## src/rtl/wpc_pkg.sv

```systemverilog
package wpc_pkg;
  localparam int unsigned CMD_W = 3;
  localparam int unsigned BP_W  = 2;

  typedef enum logic [CMD_W-1:0] {
    OP_NONE  = 3'd0,
    OP_WREN  = 3'd1,
    OP_WRDI  = 3'd2,
    OP_PROG  = 3'd3,
    OP_ERASE = 3'd4,
    OP_WRSR  = 3'd5
  } op_e;

  typedef enum logic [BP_W-1:0] {
    PROT_NONE    = 2'b00,
    PROT_QUARTER = 2'b01,
    PROT_HALF    = 2'b10,
    PROT_ALL     = 2'b11
  } prot_e;

  typedef struct packed {
    logic [BP_W-1:0] bp;
    logic            wpen;
  } sreg_t;
endpackage

```

## src/rtl/wpc_region_guard.sv

```systemverilog
module wpc_region_guard #(
  parameter int unsigned ADDR_W = 17
) (
  input  logic [ADDR_W-1:0]        addr_i,
  input  logic [wpc_pkg::BP_W-1:0] bp_i,
  output logic                     hit_o
);
  import wpc_pkg::*;

  localparam int unsigned TOP = ADDR_W - 1;

  always_comb begin
    unique case (prot_e'(bp_i))
      PROT_QUARTER: hit_o = addr_i[TOP] & addr_i[TOP-1];
      PROT_HALF:    hit_o = addr_i[TOP];
      PROT_ALL:     hit_o = 1'b1;
      default:      hit_o = 1'b0;
    endcase
  end
endmodule

```

## src/rtl/wpc_wel_latch.sv

```systemverilog
module wpc_wel_latch (
  input  logic clk,
  input  logic rst_n,
  input  logic set_i,
  input  logic clr_i,
  output logic wel_o
);
  logic wel_d, wel_q;

  always_comb begin
    wel_d = wel_q;
    if (set_i) wel_d = 1'b1;
    if (clr_i) wel_d = 1'b0;
  end

  always_ff @(posedge clk or negedge rst_n) begin
    if (!rst_n) wel_q <= 1'b0;
    else        wel_q <= wel_d;
  end

  assign wel_o = wel_q;

  assert_wren_sets_R2: assert property (@(posedge clk) disable iff (!rst_n)
    (set_i && !clr_i) |=> wel_o);
  assert_clear_wins_R6: assert property (@(posedge clk) disable iff (!rst_n)
    clr_i |=> !wel_o);
endmodule

```

## src/rtl/wpc_sr_seq.sv

```systemverilog
module wpc_sr_seq (
  input  logic                     clk,
  input  logic                     rst_n,
  input  logic                     accept_i,
  input  logic [wpc_pkg::BP_W-1:0] new_bp_i,
  input  logic                     new_wpen_i,
  input  logic                     cs_n_i,
  input  logic                     wp_n_i,
  output logic                     pend_o,
  output logic                     commit_now_o,
  output logic                     abort_now_o,
  output logic [wpc_pkg::BP_W-1:0] bp_o,
  output logic                     wpen_o
);
  import wpc_pkg::*;

  sreg_t sr_d, sr_q, hold_d, hold_q;
  logic  pend_d, pend_q;

  always_comb begin
    pend_d       = pend_q;
    sr_d         = sr_q;
    hold_d       = hold_q;
    commit_now_o = 1'b0;
    abort_now_o  = 1'b0;
    if (pend_q) begin
      if (cs_n_i) begin
        commit_now_o = 1'b1;
        sr_d         = hold_q;
        pend_d       = 1'b0;
      end else if (sr_q.wpen && !wp_n_i) begin
        abort_now_o = 1'b1;
        pend_d      = 1'b0;
      end
    end else if (accept_i) begin
      pend_d = 1'b1;
      hold_d = '{bp: new_bp_i, wpen: new_wpen_i};
    end
  end

  always_ff @(posedge clk or negedge rst_n) begin
    if (!rst_n) begin
      pend_q <= 1'b0;
      sr_q   <= '0;
      hold_q <= '0;
    end else begin
      pend_q <= pend_d;
      sr_q   <= sr_d;
      hold_q <= hold_d;
    end
  end

  assign pend_o = pend_q;
  assign bp_o   = sr_q.bp;
  assign wpen_o = sr_q.wpen;

  assert_idle_holds_status_R3: assert property (@(posedge clk) disable iff (!rst_n)
    !pend_o |=> $stable(sr_q));
  assert_abort_keeps_status_R9: assert property (@(posedge clk) disable iff (!rst_n)
    (pend_o && !cs_n_i && wpen_o && !wp_n_i) |=> (!pend_o && $stable(sr_q)));
endmodule

```

## src/rtl/wpc_top.sv

```systemverilog
module wpc_top #(
  parameter int unsigned ADDR_W = 17
) (
  input  logic                     clk,
  input  logic                     rst_n,
  input  logic                     cmd_valid_i,
  input  logic [wpc_pkg::CMD_W-1:0] cmd_i,
  input  logic [ADDR_W-1:0]        addr_i,
  input  logic [wpc_pkg::BP_W-1:0] sr_bp_i,
  input  logic                     sr_wpen_i,
  input  logic                     wp_n_i,
  input  logic                     cs_n_i,
  input  logic                     op_done_i,
  output logic                     prog_go_o,
  output logic                     erase_go_o,
  output logic                     sr_go_o,
  output logic                     deny_o,
  output logic                     wel_o,
  output logic [wpc_pkg::BP_W-1:0] bp_o,
  output logic                     wpen_o,
  output logic                     sr_pend_o
);
  import wpc_pkg::*;

  localparam int unsigned SYNC_N = 2;

  logic [SYNC_N-1:0] rst_pipe_q;
  logic              rst_l;

  always_ff @(posedge clk or negedge rst_n) begin
    if (!rst_n) rst_pipe_q <= '0;
    else        rst_pipe_q <= {rst_pipe_q[SYNC_N-2:0], 1'b1};
  end
  assign rst_l = rst_pipe_q[SYNC_N-1];

  logic is_wren, is_wrdi, is_prog, is_erase, is_wrsr;
  logic hit, pin_lock, wel;
  logic prog_ok, erase_ok, sr_accept, refuse, deny_d;
  logic commit_now, abort_now, pend;
  logic prog_q, erase_q, sr_go_q, deny_q;

  always_comb begin
    is_wren  = cmd_valid_i && (cmd_i == OP_WREN);
    is_wrdi  = cmd_valid_i && (cmd_i == OP_WRDI);
    is_prog  = cmd_valid_i && (cmd_i == OP_PROG);
    is_erase = cmd_valid_i && (cmd_i == OP_ERASE);
    is_wrsr  = cmd_valid_i && (cmd_i == OP_WRSR);
  end

  wpc_region_guard #(.ADDR_W(ADDR_W)) u_guard (
    .addr_i (addr_i),
    .bp_i   (bp_o),
    .hit_o  (hit)
  );

  always_comb begin
    pin_lock  = wpen_o && !wp_n_i;
    prog_ok   = is_prog  && wel && !hit;
    erase_ok  = is_erase && wel && !hit;
    sr_accept = is_wrsr  && wel && !pin_lock && !pend;
    refuse    = (is_prog || is_erase || is_wrsr) && !(prog_ok || erase_ok || sr_accept);
    deny_d    = refuse || abort_now;
  end

  wpc_wel_latch u_wel (
    .clk   (clk),
    .rst_n (rst_l),
    .set_i (is_wren),
    .clr_i (is_wrdi || deny_d || commit_now || op_done_i),
    .wel_o (wel)
  );

  wpc_sr_seq u_sr (
    .clk          (clk),
    .rst_n        (rst_l),
    .accept_i     (sr_accept),
    .new_bp_i     (sr_bp_i),
    .new_wpen_i   (sr_wpen_i),
    .cs_n_i       (cs_n_i),
    .wp_n_i       (wp_n_i),
    .pend_o       (pend),
    .commit_now_o (commit_now),
    .abort_now_o  (abort_now),
    .bp_o         (bp_o),
    .wpen_o       (wpen_o)
  );

  always_ff @(posedge clk or negedge rst_l) begin
    if (!rst_l) begin
      prog_q  <= 1'b0;
      erase_q <= 1'b0;
      sr_go_q <= 1'b0;
      deny_q  <= 1'b0;
    end else begin
      prog_q  <= prog_ok;
      erase_q <= erase_ok;
      sr_go_q <= commit_now;
      deny_q  <= deny_d;
    end
  end

  assign prog_go_o  = prog_q;
  assign erase_go_o = erase_q;
  assign sr_go_o    = sr_go_q;
  assign deny_o     = deny_q;
  assign wel_o      = wel;
  assign sr_pend_o  = pend;

  assert_no_prog_without_wel_R3: assert property (@(posedge clk) disable iff (!rst_l)
    (is_prog && !wel_o) |=> (!prog_go_o && deny_o));
  assert_protected_denied_R4: assert property (@(posedge clk) disable iff (!rst_l)
    ((is_prog || is_erase) && hit) |=> (!prog_go_o && !erase_go_o && deny_o));
  assert_single_outcome_R5: assert property (@(posedge clk) disable iff (!rst_l)
    $onehot0({prog_go_o, erase_go_o, sr_go_o, deny_o}));
  assert_pin_lock_R7: assert property (@(posedge clk) disable iff (!rst_l)
    (is_wrsr && !sr_pend_o && wpen_o && !wp_n_i) |=> (!sr_pend_o && deny_o));
  assert_commit_clears_wel_R10: assert property (@(posedge clk) disable iff (!rst_l)
    sr_go_o |-> !wel_o);
endmodule

```

## config.mk

```make
export PLATFORM = sky130hd
export DESIGN_NAME = wpc_top
export DESIGN_NICKNAME = d
export VERILOG_FILES = /design/src/rtl/wpc_pkg.sv /design/src/rtl/wpc_region_guard.sv /design/src/rtl/wpc_wel_latch.sv /design/src/rtl/wpc_sr_seq.sv /design/src/rtl/wpc_top.sv
export SDC_FILE = /design/constraint.sdc
export NUM_CORES = 1
export LEC_CHECK = 0
export ABC_AREA = 0
export BUFFER_PORTS_ARGS = -buffer_cell sky130_fd_sc_hd__buf_2
export CAP_MARGIN = 10
export CORE_UTILIZATION = 43
export CTS_BUF_LIST = sky130_fd_sc_hd__clkbuf_4
export DETAILED_ROUTE_END_ITERATION = 7
export PLACE_DENSITY = 0.88
export SYNTH_ARGS = -nofsm -noshare
export SYNTH_HDL_FRONTEND = slang
export SYNTH_SLANG_ARGS = --single-unit
```

## constraint.sdc

```tcl
create_clock -name clk -period 0.8 [get_ports clk]
set_input_delay 0.16 -clock clk [delete_from_list [all_inputs] [get_ports clk]]
set_output_delay 0.16 -clock clk [all_outputs]
set_load 0.02 [all_outputs]
```

== After elaboration in Yosys (flattened, before gate mapping) ==
Cells that the tools add are included.
W data, S select, Z words.
Storage, ports and cells
  output and inout bits: 9
  register bits after elaboration: 14
Operators by class
  mux-type cells: 12
  reduce and logical (&&, ||, !) cells: 30
  eq/ne operators: 8
  bitwise logic cells: 2
Operators by type and width (count)
  $logic_and A1 B1 Y1: 14
  $mux W1: 11
  $logic_or A1 B1 Y1: 8
  $eq A3 B2 Y1 const B: 2
  $eq A3 B3 Y1 const B: 2
  $logic_not A1 Y1: 5
  $eq A2 B2 Y1 const B: 2
  $reduce_and A2 Y1: 2
  $eq A3 B1 Y1 const B: 1
  $pmux W1 S3: 1
  $eq A2 B1 Y1 const B: 1
  $reduce_bool A2 Y1: 1
  $and A1 B1 Y1: 1
  $not A1 Y1: 1

== Logic depth before layout (Yosys ltp) ==
Gate-level depths: netlist (run 1).
  word-level depth: 13
  gate-level depth with buffers: 4
  mapped depth without buffers: 4

== By module ==
A second synthesis (run 1) with hierarchy kept.
Second synthesis, totals
  cell total of the unflattened synthesis: 50
  area total of the unflattened synthesis: 634.4 um^2
Modules (own cells, without submodules)
  wpc_top: instances 1, area each 300.3 um^2, cells an instance 25
  wpc_sr_seq: instances 1, area each 285.3 um^2, cells an instance 20
  wpc_wel_latch: instances 1, area each 35.0 um^2, cells an instance 2
  wpc_region_guard: instances 1, area each 13.8 um^2, cells an instance 3

== Least setup slack after synthesis (run 1) ==
No wires, ideal clock.
  path type: register -> register
  from: register u_sr.sr_q (netlist bit u_sr.wpen_o)
  to: register u_sr.hold_q[0] (netlist bit)
  slack: -609 ps
  stages on the path, launching flop included: 4
  clock period less this slack: 1409 ps
  setup time: 125 ps
  arrival time: 1285 ps
  cells stage by stage: dfrtp_1 nor2b_2 nor4_4 mux2_2
On the way
  word-level cells in the longest chain between the ends: 5
RTL lines
  from (decl): line wpc_sr_seq.sv:17  | sreg_t sr_d, sr_q, hold_d, hold_q;
  from (signal assigned): line wpc_sr_seq.sv:48  | sr_q <= sr_d;
  $logic_and A1 B1 Y1: line wpc_top.sv:57  | pin_lock = wpen_o && !wp_n_i;
  $logic_not A1 Y1: line wpc_top.sv:60  | sr_accept = is_wrsr && wel && !pin_lock && !pend;
  $logic_and A1 B1 Y1 (2 in series): line wpc_top.sv:60
  $reduce_and A2 Y1 (no source line)
  to (signal assigned): line wpc_sr_seq.sv:49  | hold_q <= hold_d;
  to (decl): line wpc_sr_seq.sv:17
No other way between the ends.
A chain may end at the register's enable or synchronous reset.

== Worst setup path in the final report (run 1) ==
  from: register u_wel.wel_q (netlist: u_wel.wel_o)
  to: register u_wel.wel_q (netlist: u_wel.wel_o)
On the way
  word-level cells in the longest chain between the ends: 11
  elaborated cells between the ends (all ways): 17
  those cells by class: mux: 1; reduce/logical: 16
RTL lines
  from (decl): line wpc_wel_latch.sv:8  | logic wel_d, wel_q;
  from (signal assigned): line wpc_wel_latch.sv:18  | else wel_q <= wel_d;
  $logic_and A1 B1 Y1, on equally long branches (2 in series): line wpc_top.sv:58, wpc_top.sv:59, wpc_top.sv:60
  $logic_or A1 B1 Y1 / $logic_and A1 B1 Y1 (equally long branches): line wpc_top.sv:61, wpc_top.sv:60
  $logic_or A1 B1 Y1 *: line wpc_top.sv:61  | refuse = (is_prog || is_erase || is_wrsr) && !(prog_ok || erase_ok || sr_accept);
  $logic_not A1 Y1 *: line wpc_top.sv:61
  $logic_and A1 B1 Y1 *: line wpc_top.sv:61
  $logic_or A1 B1 Y1 *: line wpc_top.sv:62  | deny_d = refuse || abort_now;
  $logic_or A1 B1 Y1 * (3 in series): line wpc_top.sv:69  | .clr_i (is_wrdi || deny_d || commit_now || op_done_i),
  $mux W1 / $reduce_bool A2 Y1 (equally long branches)
Every way passes the cells marked *; elsewhere a longest branch is shown, timed or not.

==> results of run 1 <==
synthesized netlist by cell type (2+ instances only):
master    n  area (µm²)
mux2_2    5        56.3
a21oi_1   2        10.0
o21ai_0   2        10.0
nand2_1   3        11.3
dfrtp_1  14         350
cells by family after synthesis:
kind of cell,share of synthesized area (%)
buf+inv,1.38
mux,8.89
compound gates,11.9
other cells,0.592
simple gates,21.9
flops,55.3
metal layers:
layer | wire (µm) | GRT usage (%)
met1 | 766 | 24.1
met2 | 869 | 45.6
met3 | 87 | 8.89
met4 | 36 | 10.8
met5 | 0 | 0
flip-flops by register name, indices dropped and copies added, names as in the netlist:
| signal | flops |
|---|---|
| deny_o | 1 |
| erase_go_o | 1 |
| prog_go_o | 1 |
| rst_pipe_q | 2 |
| sr_go_o | 1 |
| u_sr.bp_o | 2 |
| u_sr.hold_q | 3 |
| u_sr.pend_o | 1 |
| u_sr.wpen_o | 1 |
| u_wel.wel_o | 1 |
how the worst max path moves through the flow:
stage                      to         from
6_report          u_wel.wel_o  u_wel.wel_o
3_5_place_dp   u_sr.hold_q[1]     cmd_i[1]
3_3_place_gp   u_sr.hold_q[0]     cmd_i[1]
5_1_grt           u_wel.wel_o  u_wel.wel_o
2_1_floorplan  u_sr.hold_q[0]  u_sr.pend_o
4_1_cts           u_wel.wel_o  u_sr.wpen_o
worst max-delay path: stages (launching register included):
cell and delay [ns]:
dfrtp_2 0.40, buf_6 0.12, o21ai_0 0.13, a2111oi_2 0.40, and3_1 0.20
timing repair:
action,in CTS,in global routing
pin swaps,7,0
endpoints found under the hold margin,2,0
hold buffers,1,0
gates resized for setup,35,8
endpoints found under the setup margin,21,21
setup buffers,4,5
metrics by stage:
| step | std cells | power (mW) | worst slack (ns) |
|---|---|---|---|
| floorplan | 49 | 0.826 | -0.505 |
| global placement | 100 | 0.928 | -0.464 |
| detailed placement | 100 | 0.935 | -0.504 |
| CTS | 109 | 1.38 | -0.466 |
| global route | 111 | 1.44 | -0.576 |
| finish | 111 | 1.39 | -0.514 |
final cells by class:
type / instances / area (µm²)
clock buffers: 3 / 22.5
clock inverters: 1 / 3.75
fillers: 72 / 238
inverters: 1 / 3.75
multi-input cells: 33 / 330
flip-flops and latches: 14 / 357
well taps: 15 / 18.8
repair buffers: 44 / 360
power by group:
group	internal, mW	leakage (nW)	switching [mW]	total (mW)
Clock	0.181	0.0154	0.234	0.415
Combinational	0.121	0.361	0.102	0.223
Sequential	0.732	0.178	0.0166	0.749
==> flow_summary_export.csv, run 1 <==
group,metric,value,unit
status,status,"finished with violations",
status,violations,"negative setup slack",
finish,fin_area,1100,µm²
die,die_area,1630,µm²
timing,hold_viol,0,
synthesis,yosysWarnings,0,
timing,setup_violations,21,
worst_setup_path,r2r-start,"u_wel.wel_o",
die,io_pins,38,
worst_setup_path,cp.arrival,1.54,ns
finish,nNetsFinal,126,
power,powerDensity,1270,nW/µm²
timing,fin_setup_tns,-6.86,ns
min_path,hold_depth,2,
placed_design,gp_congestion,0.718,
grt,grt_usage,24.7,%
routing,vias_per_cell,5.16,
die,die_w,40.4,µm
die,row_count,13,
die,core-area,1330,µm²
finish,diodes,0,
power,power_leakage,0.554,nW
routing,drt_iter0_drc,4,
clock_network,clock_path_buffers,2,
min_path,min_from,"sr_bp_i[1]",
worst_setup_path,r2r_cells,4,
timing,drv_slew,0,
timing,fmaxAchievable,761,MHz
finish,layout_commonest_cell,"buf_6",
die,die_y,40.4,µm
routing,firstDrtPassIters,2,
finish,layout.cells.most_common_list,"16 x buf_6, 14 x buf_4, 13 x buf_2",
synthesis,ys_seq_elements,14,
grt,grt_pass1_vias,572,
synthesis,syn_avg_cell_area,12.9,µm²
min_path,hold_end,"u_sr.hold_q[2]",
clock_network,htree_num_levels,1,
power,max-vdd-ir-drop,0.00125,V
worst_setup_path,path_max_fanout,4,
grt,grt_start_max_net_pins,13,
clock_network,cts_tree,"built",
routing,wire_per_inst,15.8,µm
synthesis,synth.distinct_cells,28,
placed_design,portBuffers,22,
clock_network,cts_sinks,14,
worst_setup_path,setup.worst_path.class,"register to register",
grt,grt_overflow,0,
worst_setup_path,rr_endpoint,"u_wel.wel_o",
run,drv_cap,0,
routing,ant_nets,0,
clock_network,insertion_delay,0.29,ns
timing,period_minus_slack,1.31,ns
routing,drt_wl_total,1760,µm
finish,area_growth,73.1,%
worst_setup_path,worstSetupEndpointType,"register",
clock_network,cts_buffers,3,
timing,skew,0.0142,ns
synthesis,async_flop_share,100,%
finish,final_core_util,82.2,%
grt,grt_pass1_wl,2470,µm
finish,drive_above_1_share,74.0,%
grt,antenna_found_initial,0,
timing,period_share,164,%
synthesis,synth_nets,78,
clock_network,clk_pin_slew,0.09,ns
worst_setup_path,reg2reg_slack,-0.51,ns
placed_design,dp_hpwl,987,µm
routing,drc,0,
synthesis,syn_area,633,µm²
clock_network,cts_root_buf,"clkbuf_4",
synthesis,synth-seq-area-share,55.3,%
worst_setup_path,cp-start-kind,"register",
routing,num_vias,573,
synthesis,ys.flop_type,"dfrtp_1",
timing,hold_slack,0.0980,ns
timing,fin_ws,-0.514,ns
placed_design,place_area,885,µm²
min_path,hold_class,"input pin to register",
synthesis,syn-instance-count,49,
die,start_util,47.5,%
synthesis,synth_edf_count,0,
worst_setup_path,crit_required,1.03,ns
timing,rsz0062_at_grt,"true",
Note: power is estimated with default switching activity, not from simulation.
==> inputs of run 2 (changes only) <==
- ABC_AREA: 0 -> default
- PLACE_DENSITY: 0.88 -> 0.8
==> run 2 against run 1 <==
The flow still finishes with violations (negative setup slack). Final cell count unchanged. Critical path type unchanged. Clock skew decreased by 0.014 ns. Largest cell class unchanged. Power decreased by 3.0%. Critical path depth decreased by 1. Non-clock buffer count unchanged. Routed wire length decreased by 3.1%.
==> flow_summary_export.csv, run 2 (synthesis results as in run 1) <==
group,metric,value,unit
die,row_count,13,
routing,drt_iter0_drc,5,
placed_design,gp_congestion,0.735,
placed_design,dp_slack,-0.558,ns
placed_design,place_area,877,µm²
timing,setup_violations,21,
min_path,hold_end,"u_sr.hold_q[0]",
worst_setup_path,cp-start-kind,"register",
routing,wire_per_inst,15.4,µm
worst_setup_path,r2r-start,"u_sr.pend_o",
grt,grt_start_max_net_pins,13,
finish,diodes,0,
status,status,"finished with violations",
power,totalPowerFinal,1.35,mW
grt,grt_overflow,0,
routing,ant_nets,0,
clock_network,clock_path_buffers,2,
timing,fmaxAchievable,733,MHz
power,power_leakage,0.542,nW
timing,fin_setup_tns,-6.95,ns
worst_setup_path,cp.arrival,1.54,ns
min_path,hold_class,"input pin to register",
worst_setup_path,setup.worst_path.class,"register to register",
timing,rsz0062_at_grt,"true",
timing,skew,0.000647,ns
die,io_pins,38,
finish,nNetsFinal,126,
routing,firstDrtPassIters,4,
grt,grt_usage,21.8,%
power,max-vdd-ir-drop,0.00103,V
finish,layout.cells.most_common_list,"17 x buf_6, 13 x buf_2, 13 x buf_4",
die,die_y,40.4,µm
clock_network,cts_root_buf,"clkbuf_4",
routing,drt_wl_total,1710,µm
worst_setup_path,path_max_fanout,3,
status,violations,"negative setup slack",
min_path,min_from,"sr_wpen_i",
die,die_w,40.4,µm
placed_design,placedCellCount,99,
finish,drive_above_1_share,70.8,%
timing,period_minus_slack,1.37,ns
finish,layout_commonest_cell,"buf_6",
worst_setup_path,crit_required,0.97,ns
finish,seqCellArea,357,µm²
clock_network,insertion_delay,0.28,ns
power,powerDensity,1220,nW/µm²
worst_setup_path,reg2reg_slack,-0.57,ns
timing,drv_slew,0,
clock_network,cts_sinks,14,
routing,num_vias,552,
timing,period_share,171,%
timing,hold_viol,0,
finish,final_core_util,82.6,%
finish,area_growth,74.1,%
die,core-area,1330,µm²
finish,stdcell_count,111,
finish,top_register,"u_sr.hold_q",
finish,multi_input_area,333,µm²
worst_setup_path,r2r_cells,3,
grt,antenna_found_initial,0,
placed_design,portBuffers,22,
routing,vias_per_cell,4.97,
finish,nFillCells,75,
die,start_util,47.5,%
grt,grt_pass1_vias,475,
finish,fin_area,1100,µm²
routing,drc,0,
clock_network,clk_pin_slew,0.07,ns
finish,largest_register_ffs,3,
min_path,hold_depth,2,
clock_network,htree_num_levels,1,
grt,grt_pass1_wl,2150,µm
placed_design,dp_hpwl,1040,µm
worst_setup_path,worstSetupEndpointType,"register",
clock_network,cts_buffers,3,
run,drv_cap,0,
clock_network,cts_tree,"built",
timing,hold_slack,0.109,ns
timing,fin_ws,-0.565,ns
worst_setup_path,rr_endpoint,"u_sr.hold_q[0]",
die,die_area,1630,µm²
run 2: cell counts in the layout (fill, tap and decap cells not counted):
Identical to the previous run, type by type.
run 2: report_power, final:
group | total (mW) | internal, mW | switching, mW
sequential | 0.748 | 0.732 | 0.0161
combinational | 0.203 | 0.110 | 0.0926
clock | 0.395 | 0.181 | 0.213
total | 1.35 | 1.02 | 0.322
run 2: worst max-delay path by stage:
| stage | from | to | slack [ns] | cells past startpoint |
|---|---|---|---|---|
| after CTS | u_sr.pend_o | u_wel.wel_o | -0.53 | 4 |
| after floorplan | u_sr.pend_o | u_sr.hold_q[0] | -0.50 | 2 |
| after global placement | cmd_i[1] | u_sr.hold_q[1] | -0.47 | 4 |
| after global routing | u_wel.wel_o | u_sr.hold_q[0] | -0.59 | 4 |
| after detailed placement | u_sr.pend_o | u_wel.wel_o | -0.56 | 4 |
| final | u_sr.pend_o | u_sr.hold_q[0] | -0.57 | 3 |
run 2: worst max-delay path, stage by stage, from the launching register on:
cell	delay, ns
dfrtp_2	0.45
nor4_4	0.33
buf_4	0.19
mux2_4	0.29
run 2: final cells by class:
type | instances | share of cell area, %
inverter | 1 | 0.341
sequential | 14 | 32.3
clock inverter | 1 | 0.341
multi-input combinational | 33 | 30.2
tap | 15 | 1.70
timing repair buffer | 44 | 33.0
clock buffer | 3 | 2.04
run 2: per-layer routing:
metal	share of wire [%]	wire length (µm)	GRT usage [%]	up-vias
li1	-	-	-	267
met1	39	668	22.8	262
met2	55	932	36.9	17
met3	3.6	61	10.0	6
met4	2.6	44	10.0	0
met5	0	0	0	-
run 2: what timing repair did:
item,in CTS,in global routing
setup buffers,3,6
pin swaps,4,3
endpoints found under the setup margin,21,21
hold endpoints to repair,2,0
resized for setup,29,12
hold buffers,1,0
